## config.mk

```make
export PLATFORM = sky130hd
export DESIGN_NAME = swar_alu
export DESIGN_NICKNAME = d
export VERILOG_FILES = /design/src/rtl/swar_alu_pkg.sv /design/src/rtl/swar_lane_adder.sv /design/src/rtl/swar_shifter.sv /design/src/rtl/swar_lane_ops.sv /design/src/rtl/swar_alu.sv
export SDC_FILE = /design/constraint.sdc
export NUM_CORES = 1
export LEC_CHECK = 0
export CORE_MARGIN = 8
export CORE_UTILIZATION = 49
export DETAILED_ROUTE_END_ITERATION = 8
export DONT_BUFFER_PORTS = 1
export HOLD_SLACK_MARGIN = 0.06
export MAX_ROUTING_LAYER = met4
export PLACE_DENSITY_LB_ADDON = 0.1
export SLEW_MARGIN = 5
export SYNTH_ARGS = -nofsm -noshare
export SYNTH_HDL_FRONTEND = slang
export SYNTH_SLANG_ARGS = --single-unit
```

## constraint.sdc

```tcl
create_clock -name clk -period 4.4 [get_ports clk]
set_clock_uncertainty 0.15 [all_clocks]
set_input_delay 0.44 -clock clk [delete_from_list [all_inputs] [get_ports clk]]
set_output_delay 0.44 -clock clk [all_outputs]
set_load 0.05 [all_outputs]
```

## src/rtl/swar_alu_pkg.sv

```systemverilog
package swar_alu_pkg;
  typedef enum logic [3:0] {
    OP_AND    = 4'd0,
    OP_OR     = 4'd1,
    OP_XOR    = 4'd2,
    OP_ADD    = 4'd3,
    OP_ADDV   = 4'd4,
    OP_SHIFT  = 4'd5,
    OP_PACK   = 4'd6,
    OP_UNPACK = 4'd7,
    OP_NEG    = 4'd8,
    OP_NEGV   = 4'd9,
    OP_ANY    = 4'd10,
    OP_ANYV   = 4'd11
  } alu_op_e;
endpackage

```

## src/rtl/swar_lane_adder.sv

```systemverilog
module swar_lane_adder #(
  parameter int WIDTH  = 32,
  parameter int LANE_W = 8
) (
  input  logic [WIDTH-1:0] x,
  input  logic [WIDTH-1:0] y,
  input  logic             lane_mode,
  output logic [WIDTH-1:0] sum
);
  localparam int LANES = WIDTH / LANE_W;

  function automatic logic [WIDTH-1:0] lane_top_mask();
    logic [WIDTH-1:0] m;
    m = '0;
    for (int k = 0; k < LANES; k++) m[k*LANE_W + LANE_W - 1] = 1'b1;
    return m;
  endfunction

  localparam logic [WIDTH-1:0] TOP_MASK = lane_top_mask();

  logic [WIDTH-1:0] keep;
  logic [WIDTH-1:0] raw;

  // In lane mode the lane top bits are kept out of the adder and restored by XOR
  assign keep = lane_mode ? ~TOP_MASK : '1;
  assign raw  = (x & keep) + (y & keep);
  assign sum  = lane_mode ? (raw ^ ((x ^ y) & TOP_MASK)) : raw;
endmodule

```

## src/rtl/swar_shifter.sv

```systemverilog
module swar_shifter #(
  parameter int WIDTH = 32
) (
  input  logic [WIDTH-1:0] val,
  input  logic [WIDTH-1:0] count,
  output logic [WIDTH-1:0] res
);
  localparam int SHW = $clog2(WIDTH);

  logic             go_right;
  logic [WIDTH-1:0] mag;
  logic             too_far;

  assign go_right = count[WIDTH-1];
  assign mag      = go_right ? (~count + 1'b1) : count;
  assign too_far  = |mag[WIDTH-1:SHW];

  always_comb begin
    if (too_far)       res = '0;
    else if (go_right) res = val >> mag[SHW-1:0];
    else               res = val << mag[SHW-1:0];
  end
endmodule

```

## src/rtl/swar_lane_ops.sv

```systemverilog
module swar_lane_ops #(
  parameter int WIDTH  = 32,
  parameter int LANE_W = 8,
  localparam int LANES = WIDTH / LANE_W,
  localparam int SELW  = $clog2(LANES)
) (
  input  logic [WIDTH-1:0]  val,
  input  logic [LANE_W-1:0] ins_byte,
  input  logic [SELW-1:0]   sel,
  output logic [WIDTH-1:0]  packed_res,
  output logic [WIDTH-1:0]  unpacked_res,
  output logic [WIDTH-1:0]  anyv_res
);
  logic [LANE_W-1:0] lanes [LANES];

  for (genvar k = 0; k < LANES; k++) begin : g_lane
    assign lanes[k] = val[k*LANE_W +: LANE_W];
    assign packed_res[k*LANE_W +: LANE_W] =
      (sel == SELW'(k)) ? ins_byte : lanes[k];
    assign anyv_res[k*LANE_W +: LANE_W] = LANE_W'(|lanes[k]);
  end

  assign unpacked_res = WIDTH'(lanes[sel]);
endmodule

```

## src/rtl/swar_alu.sv

```systemverilog
module swar_alu
  import swar_alu_pkg::*;
#(
  parameter int WIDTH  = 32,
  parameter int LANE_W = 8,
  localparam int LANES = WIDTH / LANE_W,
  localparam int SELW  = $clog2(LANES)
) (
  input  logic             clk,
  input  logic             rst_n,
  input  logic             in_valid,
  output logic             in_ready,
  input  logic [3:0]       in_op,
  input  logic [WIDTH-1:0] in_a,
  input  logic [WIDTH-1:0] in_b,
  input  logic [SELW-1:0]  in_lane,
  output logic             out_valid,
  input  logic             out_ready,
  output logic [WIDTH-1:0] out_result
);
  function automatic logic [WIDTH-1:0] lane_ones();
    logic [WIDTH-1:0] m;
    m = '0;
    for (int k = 0; k < LANES; k++) m[k*LANE_W] = 1'b1;
    return m;
  endfunction

  localparam logic [WIDTH-1:0] ONE_PER_LANE = lane_ones();

  alu_op_e          op;
  logic [WIDTH-1:0] add_x, add_y, add_sum;
  logic             add_lane;
  logic [WIDTH-1:0] shift_res, pack_res, unpack_res, anyv_res;
  logic [WIDTH-1:0] next_result;

  assign op = alu_op_e'(in_op);

  // Operand steering for the single shared adder
  always_comb begin
    add_x    = in_a;
    add_y    = in_b;
    add_lane = 1'b0;
    unique case (op)
      OP_ADDV: add_lane = 1'b1;
      OP_NEG: begin
        add_x = ~in_a;
        add_y = WIDTH'(1);
      end
      OP_NEGV: begin
        add_x    = ~in_a;
        add_y    = ONE_PER_LANE;
        add_lane = 1'b1;
      end
      default: ;
    endcase
  end

  swar_lane_adder #(.WIDTH(WIDTH), .LANE_W(LANE_W)) u_adder (
    .x(add_x), .y(add_y), .lane_mode(add_lane), .sum(add_sum)
  );

  swar_shifter #(.WIDTH(WIDTH)) u_shift (
    .val(in_a), .count(in_b), .res(shift_res)
  );

  swar_lane_ops #(.WIDTH(WIDTH), .LANE_W(LANE_W)) u_lanes (
    .val(in_a), .ins_byte(in_b[LANE_W-1:0]), .sel(in_lane),
    .packed_res(pack_res), .unpacked_res(unpack_res), .anyv_res(anyv_res)
  );

  always_comb begin
    case (op)
      OP_AND:    next_result = in_a & in_b;
      OP_OR:     next_result = in_a | in_b;
      OP_XOR:    next_result = in_a ^ in_b;
      OP_ADD, OP_ADDV, OP_NEG, OP_NEGV:
                 next_result = add_sum;
      OP_SHIFT:  next_result = shift_res;
      OP_PACK:   next_result = pack_res;
      OP_UNPACK: next_result = unpack_res;
      OP_ANY:    next_result = WIDTH'(|in_a);
      OP_ANYV:   next_result = anyv_res;
      default:   next_result = '0;
    endcase
  end

  // Output register slice
  assign in_ready = !out_valid || out_ready;

  always_ff @(posedge clk) begin
    if (!rst_n) begin
      out_valid  <= 1'b0;
      out_result <= '0;
    end else if (in_ready) begin
      out_valid <= in_valid;
      if (in_valid) out_result <= next_result;
    end
  end
endmodule

```

==> results by group, run 1 <==
Status
  • Outcome: finished, final reports clean

CTS
  • Clock buffer depth: 2
  • Clk sinks: 33
  • Root Driver: clkbuf_16
  • # resized after CTS: 0
  • CTS tree: yes
  • H-tree levels: 2
  • Num CTS Buffers: 5
  • Setup repair bufs after CTS: 0
  • Clock Pin Slew Worst Setup and Hold Paths: ~0.060 ns
  • Hold Buf Count CTS: 0
  • Clock latency on the worst-skew pair: 0.30 ns

Floorplan
  • Initial Utilization: between 50% and 60%
  • Die height: around 160 µm
  • Die ar.: between 0.02 and 0.03 mm²
  • Rows: 53
  • Core area: between 0.02 and 0.025 mm²
  • IO Pins: roughly 110
  • Die X: between 150 and 200 µm

Job
  • Maxcap violations: 0

Detailed routing
  • Final wirelength: 50900 µm
  • Residual DRC: 0
  • ANT nets after route: 0
  • First-pass DRT Iterations: 8
  • Routed vias: 12.2k
  • Routed wire per std cell: 30.7 µm
  • Drt via density: ~7.4
  • Starting DRT DRC Count: 1804

Yosys
  • Yosys top cell area share: 11.5%
  • Most frequent cells after synthesis: nor2_1, a21oi_1, clkbuf_1
  • YS warnings: 0
  • Post-synth ARST share: 0%
  • Post-synth top flop: dfxtp_1
  • FF+latch count, synth: 33
  • Cell taking the most area after synthesis: mux4_2
  • Synth Net Count: 1628
  • Syn Inst Count: 1456
  • Post-synthesis sequential area ratio: 6.25%
  • Post-synth EDFFs: 0
  • Unique masters post-synth: 77
  • Cell Area, Synth: 0.0106 mm²
  • Synth area leaders: mux4_2, ha_1, mux2i_1
  • Top-count cell post-synth: nor2_1
  • Synth Area per Inst: approximately 7.3 µm²

Timing
  • RSZ-0062 raised after global routing: no
  • Hold slack: 0.124 ns
  • Setup_tns: 0 ns
  • Final setup fails: 0
  • Final worst path period share: 88.6%
  • Fmax: 0.256 GHz
  • Hold Violations, Final: 0
  • Final min period: 3.90 ns
  • Pin slew with the least headroom to its limit: 1.23 ns
  • Final worst setup slack: 0.501 ns
  • Max Slew Vio Count: 0
  • Slew headroom: 17.5%

Placement
  • Dpl cell area: 0.0109 mm²
  • Cell Count Post-Placement: 1652
  • HPWL Detailed: 37400 µm
  • GP Congestion: 1.06
  • # port buffers: 0
  • Post-Place Worst Slack: around 0.31 ns

Hold path
  • Worst Hold Class: in -> reg

Global routing
  • Largest net degree at the start of global routing: 56
  • Total grt overflow: 0
  • First-pass GRT wire length: roughly 75000 µm
  • Vias in the first global route: around 12k
  • Total Routing Usage GR: around two fifths
  • Initial antenna violation count: 0

Layout
  • Finished Layout Cells: 1660
  • Area grow syn2layout: 4.76%
  • Nets: 1556
  • Design area: between 0.01 and 0.015 mm²
  • Layout cells sized above 1: between 10% and 20%
  • Fillcell total: 2129
  • Antenna Cells: 0

Setup path
  • Startpoint types: input port
  • Crit path required time: about 4.4 ns
  • Crit end category: flip-flop
  • Worst-path cell chain: nand2b_1 -> nor2_4 -> buf_12 -> xnor2_1 -> nor2_1 -> ha_1 -> a21o_1 -> a21o_1 -> a2111oi_0 -> o32a_1 -> o21ai_0 -> o221ai_1 -> o21ai_0 -> xor2_1 -> o2bb2ai_1
  • Cell family with most CP delay: compound AO/OA/AOI/OAI gates
  • Reg2reg setup slack: slightly above 1 ns
  • Biggest cell delay along the critical path: 0.56 ns
  • Crit Path Class: in -> reg
  • Crit Path Max Fanout: 48
  • Slowest cell on crit path: a2111oi_0
  • WP buf/inv: 1
  • Worst EP arrival: 3.93 ns

Pwr
  • Comb power frac: 63.6%
  • Clock network power share: 20.0%
  • Pwr/cell area: about 210 mW/mm²
  • Sequential share of power: roughly 16%
  • Max VDD drop: 154 µV
  • Sw frac: 48.7%
  • Int Power: 1.18 mW
  • Net switching power: 1.12 mW
  • Leak: 4.38 nW
[cell usage in the layout, fill, tap and decap left out, types with 7 or more instances in the layout]
cell type    n
dfxtp_1     33
nor3b_2     12
ha_1        97
buf_4       48
a2111oi_0   13
nor2_1     176
a221oi_1    14
nand2b_1    11
o21ai_0     96
a31oi_1     20
nor2b_1     11
inv_1       68
mux2i_1     72
mux4_2      54
xor2_1       7
o22ai_1      7
o221ai_1    14
nand4_1     18
xnor2_1     52
nand3_1     33
o211ai_1    21
and3_1       8
nor4_1      26
and2_1      25
nand2_1     97
a22oi_1     17
mux2_2      11
a21o_1      17
a21oi_1    135
or3_1        8
a211oi_1    10
nor3_1      25
a22o_1      11
[final cells by class]
cell class / count / area [µm²] / share of cell area, %
Clock buffer: 7 / 143 / 1.29
Clock inverter: 1 / 30.0 / 0.271
Inverter: 71 / 267 / 2.41
Multi-Input combinational cell: 1221 / 9180 / 83.0
Sequential cell: 33 / 661 / 5.97
Tap cell: 275 / 344 / 3.11
Timing Repair Buffer: 52 / 440 / 3.98
[registers in the layout, indices dropped and copies added, names as in the netlist]
signal and flops:
out_result 32, out_valid 1
[per-stage QoR]
step                util (%)  power (mW)
global placement        51.7        1.80
detailed placement      51.7        1.79
CTS                     52.5        2.25
global route            52.5        2.41
floorplan                  -        1.45
finish                  52.5        2.30
[cells by family (layout without fill, tap and decap cells)]
family / Yosys count / after routing / share of synthesized area (%)
simple gates: 484 / 484 / 22.9
compound gates: 438 / 438 / 26.9
buf+inv: 202 / 131 / 7.47
mux: 138 / 138 / 19.6
fa+ha+maj: 98 / 98 / 11.7
xor+xnor: 63 / 63 / 5.22
flops: 33 / 33 / 6.25
[path summary, 6_finish.rpt]
path	startpoint	endpoint	cells past startpoint
setup / recovery	in_op[2]	out_result[30]	15
setup reg to reg	out_valid	out_result[31]	7
hold reg to reg	out_result[8]	out_result[8]	2
hold / removal	in_valid	out_valid	2
[worst reg2reg max path, cell delays in order, from the launching register on]
cell and delay [ns]:
dfxtp_1 0.48, nand2b_1 0.53, nand2_2 0.51, and2_1 0.36, a21o_1 0.16, a2111oi_0 0.48
a21oi_1 0.13, or3b_2 0.47
[power groups by stage]
stage               clock network, mW  registers, mW  logic (mW)
finish                          0.460          0.378        1.47
global route                    0.466          0.380        1.56
CTS                             0.460          0.378        1.41
detailed placement                  0          0.385        1.40
global placement                    0          0.385        1.41
floorplan                           0          0.378        1.08
[per-layer routing]
layer	part of all wire, %	track usage, %	vias up	wire (µm)
met1	39	48.7	5840	19900
met3	14	10.5	163	6950
li1	-	-	5294	-
met4	4.6	17.2	0	2330
met2	43	55.4	944	21700
met5	0	-	-	0
Power figures use the tool's default switching activity.
==> run 2, diff against run 1 <==
Settings changed: CTS_BUF_LIST from default to sky130_fd_sc_hd__clkbuf_4 sky130_fd_sc_hd__clkbuf_8.
==> results by group, run 2 (synthesis results as in run 1) <==
CTS
  • Root Driver: clkbuf_8
  • Clock latency on the worst-skew pair: 0.32 ns
  • Clock buffer depth: 2
  • Num CTS Buffers: 5
  • H-tree levels: 2
  • Setup repair bufs after CTS: 0
  • CTS tree: yes
  • Hold Buf Count CTS: 0
  • Clock Pin Slew Worst Setup and Hold Paths: 0.09 ns
  • # resized after CTS: 0
  • Clk sinks: 33

Detailed routing
  • Drt via density: 7.39
  • Routed wire per std cell: 30.6 µm
  • Starting DRT DRC Count: 1815
  • Final wirelength: 50800 µm
  • ANT nets after route: 0
  • First-pass DRT Iterations: 6
  • Routed vias: 12.3k
  • Residual DRC: 0

Timing
  • Fmax: 0.258 GHz
  • Final min period: 3.88 ns
  • Final setup fails: 0
  • Max Slew Vio Count: 0
  • Hold Violations, Final: 0
  • Pin slew with the least headroom to its limit: 1.14 ns
  • Final worst path period share: 88.2%
  • Setup_tns: 0 ns
  • Slew headroom: 23.2%
  • RSZ-0062 raised after global routing: no

Setup path
  • Crit path required time: 4.46 ns
  • Startpoint types: input port
  • Crit end category: flip-flop
  • Worst-path cell chain: nand2b_1 -> nor2_4 -> buf_12 -> xnor2_1 -> nor2_1 -> ha_1 -> a21o_1 -> a21o_1 -> a2111oi_0 -> o32a_1 -> o21ai_0 -> o221ai_1 -> o21ai_0 -> xor2_1 -> o2bb2ai_1
  • Worst flop-to-flop path endpoint: out_result[31]
  • Slowest cell on crit path: a2111oi_0
  • Crit Path Max Fanout: 48
  • Worst EP arrival: approximately 3.9 ns
  • R2R cell count: 7
  • Biggest cell delay along the critical path: about 0.57 ns
  • Reg2reg setup slack: 1.00 ns
  • Crit Path Class: in -> reg
  • R2r startpoint: out_valid

Global routing
  • Initial antenna violation count: 0
  • Vias in the first global route: ~12k
  • First-pass GRT wire length: 75200 µm
  • Total Routing Usage GR: 38.2%
  • Largest net degree at the start of global routing: 56
  • Total grt overflow: 0

Hold path
  • Worst Hold Class: in -> reg
  • Hold path cells: 2
  • Worst hold start: in_valid
  • Hold Path Sink: out_valid

Layout
  • Layout cells sized above 1: 11.8%
  • Register area: 661 µm²
  • Most frequent cells in the layout: nor2_1, a21oi_1, nand2_1, ha_1, o21ai_0
  • Multi-input gate area: a little over 0.009 mm²
  • Max FFs per register: 32
  • Design area: 0.0110 mm²
  • Biggest register: out_result
  • Largest regs: out_result (32), out_valid (1)
  • Fillcell total: 2137
  • Nets: 1556
  • Fin util: 52.2%
  • Area grow syn2layout: 4.29%
  • Most common cell after layout, fill and taps aside: nor2_1

Floorplan
  • Die ar.: 0.0265 mm²
  • Rows: 53
  • Initial Utilization: 50.1%
  • Core area: 0.0211 mm²
  • IO Pins: 108
  • Die height: 163 µm
  • Die X: 163 µm

Placement
  • GP Congestion: 1.06
  • # port buffers: 0
  • HPWL Detailed: 37400 µm
  • Dpl cell area: 0.0109 mm²

Pwr
  • Pwr/cell area: 199 mW/mm²
  • Max VDD drop: roughly 110 µV
  • Leak: 4.36 nW
  • Tot Pwr: 2.20 mW

Job
  • Maxcap violations: 0

Status
  • Outcome: finished, final reports clean
[run 2: cell count changes in the layout (fill, tap and decap cells not counted), sizes merged]
cell / delta
diode: +1
[run 2: layout make-up]
| cell class | count | area share, % |
|---|---|---|
| Antenna cell | 1 | 0.0227 |
| Clock buffer | 7 | 0.818 |
| Clock inverter | 1 | 0.273 |
| Inverter | 71 | 2.42 |
| Multi-Input combinational cell | 1221 | 83.4 |
| Sequential cell | 33 | 6.00 |
| Tap cell | 275 | 3.12 |
| Timing Repair Buffer | 52 | 4.00 |
[run 2: power by group]
part	switching (mW)	leakage (nW)	internal (mW)
registers	0.0654	0.268	0.313
clock network	0.160	0.0619	0.192
logic	0.880	4.03	0.585
total	1.11	4.36	1.09
[run 2: stage by stage]
step	instances	setup WS, ns	hold slack, ns
4_1_cts	1660	0.616	0.0974
3_3_place_gp	1652	0.320	0.434
3_5_place_dp	1652	0.311	0.437
2_1_floorplan	1456	0.00823	0.429
5_1_grt	1660	0.240	0.115
6_report	1661	0.520	0.0911
[run 2: worst max path at each step]
stage                     end  startpoint  depth (start not counted)  slack [ns]
2_1_floorplan  out_result[21]     in_b[0]                         17       0.008
3_3_place_gp   out_result[30]    in_op[2]                         15        0.32
3_5_place_dp   out_result[30]    in_op[2]                         15        0.31
4_1_cts        out_result[30]    in_op[2]                         14        0.62
5_1_grt        out_result[30]    in_op[2]                         15        0.24
6_report       out_result[30]    in_op[2]                         15        0.52
[run 2: critical path, delay by kind of cell]
family | cells | cell delay, ns
xor+xnor | 2 | 0.31
fa+ha+maj | 1 | 0.37
buf+inv | 1 | 0.28
compound gates | 8 | 2.09
simple gates | 3 | 0.42
[run 2: metal layers]
metal | wire, µm | GRT usage, % | up-vias
li1 | - | - | 5288
met2 | 21600 | 55.4 | 965
met3 | 6680 | 9.71 | 173
met5 | 0 | - | -
met4 | 2450 | 17.1 | 0
met1 | 20000 | 49.1 | 5848
